### config.mk
export PLATFORM = sky130hd
export DESIGN_NAME = spi_testmode_ctl
export DESIGN_NICKNAME = d
export VERILOG_FILES = /design/src/rtl/spi_tm_pkg.sv /design/src/rtl/spi_tm_regs.sv /design/src/rtl/spi_tm_sync.sv /design/src/rtl/spi_tm_mux.sv /design/src/rtl/spi_testmode_ctl.sv
export SDC_FILE = /design/constraint.sdc
export NUM_CORES = 1
export LEC_CHECK = 0
export BUFFER_PORTS_ARGS = -buffer_cell sky130_fd_sc_hd__buf_4
export CAP_MARGIN = 10
export CORE_MARGIN = 5
export CORE_UTILIZATION = 30
export DETAILED_ROUTE_END_ITERATION = 8
export PLACE_DENSITY = 0.69
export SYNTH_ARGS = -nofsm -noshare
export SYNTH_HDL_FRONTEND = slang
export SYNTH_SLANG_ARGS = --single-unit
export TNS_END_PERCENT = 30
### constraint.sdc
create_clock -name clk -period 1.25 [get_ports clk]
set_clock_uncertainty 0.1 [all_clocks]
set_input_delay 0 -clock clk [delete_from_list [all_inputs] [get_ports clk]]
set_output_delay 0 -clock clk [all_outputs]
set_load 0.01 [all_outputs]
### src/rtl/spi_tm_pkg.sv
package spi_tm_pkg;

    localparam int REG_W   = 32;
    localparam int B_EN    = 0;
    localparam int B_FRC   = 1;
    localparam int B_WVAL  = 2;
    localparam int B_SDI   = 3;
    localparam int B_CKW   = 4;
    localparam int B_CKR   = 5;
    localparam int B_CS_LO = 6;

    typedef struct packed {
        logic en;
        logic frc;
        logic wval;
        logic ckw;
    } tm_ctrl_t;

endpackage

### src/rtl/spi_tm_regs.sv
module spi_tm_regs
    import spi_tm_pkg::*;
(
    input  logic             clk,
    input  logic             rst_n,
    input  logic             wr,
    input  logic [REG_W-1:0] wdata,
    output tm_ctrl_t         ctrl
);

    tm_ctrl_t ctrl_d, ctrl_q;

    logic unused_wbits;
    assign unused_wbits = ^{wdata[REG_W-1:B_CKR], wdata[B_SDI]};

    always_comb begin
        ctrl_d = ctrl_q;
        if (wr) begin
            ctrl_d.en   = wdata[B_EN];
            ctrl_d.frc  = wdata[B_FRC];
            ctrl_d.wval = wdata[B_WVAL];
            ctrl_d.ckw  = wdata[B_CKW];
        end
    end

    always_ff @(posedge clk or negedge rst_n) begin
        if (!rst_n) ctrl_q <= '0;
        else        ctrl_q <= ctrl_d;
    end

    assign ctrl = ctrl_q;

endmodule

### src/rtl/spi_tm_sync.sv
module spi_tm_sync #(
    parameter int W = 7
) (
    input  logic         clk,
    input  logic         rst_n,
    input  logic [W-1:0] din,
    output logic [W-1:0] dout
);

    typedef struct packed {
        logic [W-1:0] s1;
        logic [W-1:0] s2;
    } sync_t;

    sync_t st_d, st_q;

    always_comb begin
        st_d.s1 = din;
        st_d.s2 = st_q.s1;
    end

    always_ff @(posedge clk or negedge rst_n) begin
        if (!rst_n) st_q <= '0;
        else        st_q <= st_d;
    end

    assign dout = st_q.s2;

endmodule

### src/rtl/spi_tm_mux.sv
module spi_tm_mux
    import spi_tm_pkg::*;
(
    input  tm_ctrl_t ctrl,
    input  logic     func_sdo,
    input  logic     func_sclk,
    input  logic     pin_sdi,
    output logic     pad_sdo,
    output logic     pad_sclk,
    output logic     core_sdi
);

    always_comb begin
        pad_sdo  = func_sdo;
        pad_sclk = func_sclk;
        core_sdi = pin_sdi;
        if (ctrl.en) begin
            if (ctrl.frc) pad_sdo = ctrl.wval;
            pad_sclk = ctrl.ckw;
            core_sdi = pad_sdo;
        end
    end

endmodule

### src/rtl/spi_testmode_ctl.sv
module spi_testmode_ctl
    import spi_tm_pkg::*;
#(
    parameter int NCS = 5
) (
    input  logic             clk,
    input  logic             rst_n,
    input  logic             reg_wr,
    input  logic [REG_W-1:0] reg_wdata,
    output logic [REG_W-1:0] reg_rdata,
    input  logic             func_sdo,
    input  logic             func_sclk,
    output logic             core_sdi,
    input  logic             pin_sdi,
    input  logic [NCS-1:0]   pin_cs,
    output logic             pad_sdo,
    output logic             pad_sclk
);

    localparam int SW = NCS + 2;

    tm_ctrl_t      ctrl;
    logic [SW-1:0] sync_in, sync_out;
    logic          sdo_w, sclk_w, sdi_w;

    spi_tm_regs i_regs (
        .clk   (clk),
        .rst_n (rst_n),
        .wr    (reg_wr),
        .wdata (reg_wdata),
        .ctrl  (ctrl)
    );

    spi_tm_mux i_mux (
        .ctrl      (ctrl),
        .func_sdo  (func_sdo),
        .func_sclk (func_sclk),
        .pin_sdi   (pin_sdi),
        .pad_sdo   (sdo_w),
        .pad_sclk  (sclk_w),
        .core_sdi  (sdi_w)
    );

    assign sync_in = {pin_cs, sclk_w, sdi_w};

    spi_tm_sync #(.W(SW)) i_sync (
        .clk   (clk),
        .rst_n (rst_n),
        .din   (sync_in),
        .dout  (sync_out)
    );

    always_comb begin
        reg_rdata = '0;
        if (ctrl.en) begin
            reg_rdata[B_EN]                      = 1'b1;
            reg_rdata[B_FRC]                     = ctrl.frc;
            reg_rdata[B_WVAL]                    = ctrl.wval;
            reg_rdata[B_SDI]                     = sync_out[0];
            reg_rdata[B_CKW]                     = ctrl.ckw;
            reg_rdata[B_CKR]                     = sync_out[1];
            reg_rdata[B_CS_LO +: NCS]            = sync_out[SW-1:2];
        end
    end

    assign pad_sdo  = sdo_w;
    assign pad_sclk = sclk_w;
    assign core_sdi = sdi_w;

endmodule

==> run metrics <==
H-tree depth 1; failing checks setup timing; Post-Place Setup Slack about 0.11 ns; cell types occupying the most area after synthesis sky130_fd_sc_hd__dfrtp_1 (58%), sky130_fd_sc_hd__buf_4 (21%), sky130_fd_sc_hd__and2_1 (7.2%); Ys Warns 0; buffer type at the clock tree root sky130_fd_sc_hd__clkbuf_4; number of rows in the core area 18; Top FF cell, synth sky130_fd_sc_hd__dfrtp_1; number of hold-slack violations in the final timing report 0; die outline height 60.98 µm; Mapped Cells 61; number of filler instances in the final layout between 200 and 250; RSZ-0062 raised after global routing true; Yosys top cell area share between 50% and 60%; Die Footprint between 3000 and 4000 µm²; Max clock buf depth 2; worst path setup slack after routing -0.1522 ns; area of the mapped netlist between 700 and 800 µm²; via/cell ratio 3.748; Synth async-reset ratio 100.0%; CP max FO 5; Setup TNS Final -0.3073 ns; Worst Setup Path Type reg -> out; WP data arrival around 1.3 ns; Final Slew Violations 0; number of flip-flops and latches in the synthesized netlist 18; clock period minus final worst setup slack approximately 1.4 ns; initial antenna violation count 0; number of inserted diodes 0; post-route DRC violation count 0; fraction of final layout cells with drive strength greater than 1 roughly 41%; number of enable-type register cells in the synthesized netlist 0; TritonCTS clock tree built; min-delay worst type reg -> reg; DR WL/cell roughly 11 µm; required time of the critical path roughly 1.2 ns; final RePlAce weighted congestion between 0.6 and 0.7; mean cell area of the mapped netlist between 10 and 15 µm²; global-route wire length before repair around 2400 µm; Lkg Pwr a little under 0.6 nW; overall overflow remaining after global route 0; clock-pin slew on the worst setup and hold paths approximately 0.090 ns; Skew-Pair Late Insertion Delay 0.27 ns; cell with the most instances after synthesis sky130_fd_sc_hd__buf_4; total number of vias 521; All-Layer GR Usage under 10%; number of nets in the final layout 153; number of setup violations in the final report 10; Setup crit start kind flop; MaxCap Viol Count 0; die extent in x slightly above 60 µm; Layout Cells excl Fill around 140; Layout area overhead 50.72%; DRT Wirelength 1559 µm; Sinks on Clock Net 18; Total Power Consumption approximately 1.3 mW; count of pins on the block boundary 78; fmax 713.2 MHz; maximum number of pins on one net before global-route repair 11; worst hold slack approximately 0.26 ns; slack of the worst reg-to-reg path roughly 0.20 ns; post-synth cell types 11; Final HPWL DP 1090 µm; Initial DRT Pass Iterations 3; number of global-route vias before repair around 580; Initial Util a little under a third; top cells by instance count after synthesis sky130_fd_sc_hd__buf_4 (22), sky130_fd_sc_hd__dfrtp_1 (18), sky130_fd_sc_hd__and2_1 (9); outcome finished, violations left; Worst IR Drop VDD about 0.84 mV; Iteration-0 DRC Markers 13; number of placed instances with taps included around 120; share of synthesized area occupied by flip-flops and latches a little under 60%; power density over cell area roughly 1100 nW/µm²; antenna viol nets, final 0; Num CTS Buffers 3; core area approximately 2500 µm²; kind of end point of the critical path primary output; final period utilization 112.2%; Port Buffers 28; post-synthesis cell type with the largest combined area sky130_fd_sc_hd__dfrtp_1
==> what timing repair did <==
item | in CTS | in global routing
endpoints found under the setup margin | 11 | 12
gates resized for setup | 4 | 3
hold buffers | 16 | 0
setup buffers | 1 | 0
pin swaps | 0 | 0
endpoints found under the hold margin | 29 | 0
==> stage by stage <==
step           util [%]  cell area [µm²]
2_1_floorplan         -            854.6
3_3_place_gp      38.23            947.2
3_5_place_dp      38.23            947.2
4_1_cts           46.92             1162
5_1_grt           47.42             1175
6_report          47.42             1175
==> critical path: stages (launching register included) <==
cell	delay, ns
sky130_fd_sc_hd__dfrtp_2	0.45
sky130_fd_sc_hd__and2_4	0.16
sky130_fd_sc_hd__mux2_4	0.30
sky130_fd_sc_hd__buf_6	0.12
==> final cells by class <==
class	count	area (µm²)	share of cell area (%)
sequential	18	451.7	38.45
timing repair buffer	47	400.4	34.08
clock buffer	4	36.28	3.088
tap	30	37.54	3.195
multi-input combinational	40	249.0	21.19
==> power by group <==
group,total (mW),internal [mW],switching [mW]
Sequential,0.651,0.628,0.0225
Combinational,0.312,0.178,0.134
Clock,0.333,0.177,0.156
Total,1.30,0.983,0.313
==> cells by family (layout without fill, tap and decap cells) <==
| group | count (synthesis) | after routing | synth area share [%] |
|---|---|---|---|
| compound gates | 1 | 1 | 0.6414 |
| buf+inv | 23 | 51 | 21.83 |
| flops | 18 | 18 | 57.78 |
| mux | 7 | 7 | 10.43 |
| other cells | 1 | 21 | 0.4811 |
| simple gates | 11 | 11 | 8.827 |
==> cells in the final DEF, fill, tap and decap left out, types with 2 or more instances in the layout <==
cell                             n
sky130_fd_sc_hd__mux2_4          2
sky130_fd_sc_hd__dlygate4sd3_1  16
sky130_fd_sc_hd__conb_1         21
sky130_fd_sc_hd__mux2_2          4
sky130_fd_sc_hd__buf_6           2
sky130_fd_sc_hd__and2_1          9
sky130_fd_sc_hd__buf_4          29
sky130_fd_sc_hd__dfrtp_1        17
sky130_fd_sc_hd__clkbuf_4        3
==> path summary, 6_finish.rpt <==
path                                      from             end  depth (start not counted)
worst max-delay path            i_regs.ctrl[3]         pad_sdo                          3
worst min-delay path            i_sync.st_d[3]  i_sync.dout[3]                          0
worst max register to register  i_regs.ctrl[3]  i_regs.ctrl[3]                          2
worst min register to register  i_sync.st_d[3]  i_sync.dout[3]                          0
max in group asynchronous                rst_n  i_sync.dout[1]                          3
min in group asynchronous                rst_n  i_regs.ctrl[1]                          3
==> metal layers <==
metal | global-route usage (%) | part of all wire, % | vias to the layer above
met5 | 0 | 0 | -
li1 | - | - | 242
met3 | 2.553 | 11 | 2
met4 | 5.573 | 0.64 | 0
met1 | 7.266 | 28 | 244
met2 | 19.08 | 60 | 33
==> state kept, by name, indices dropped and copies added, names as in the netlist <==
name and count:
i_regs.ctrl 4, i_sync.dout 7, i_sync.st_d 7
Note: power is estimated with default switching activity, not from simulation.
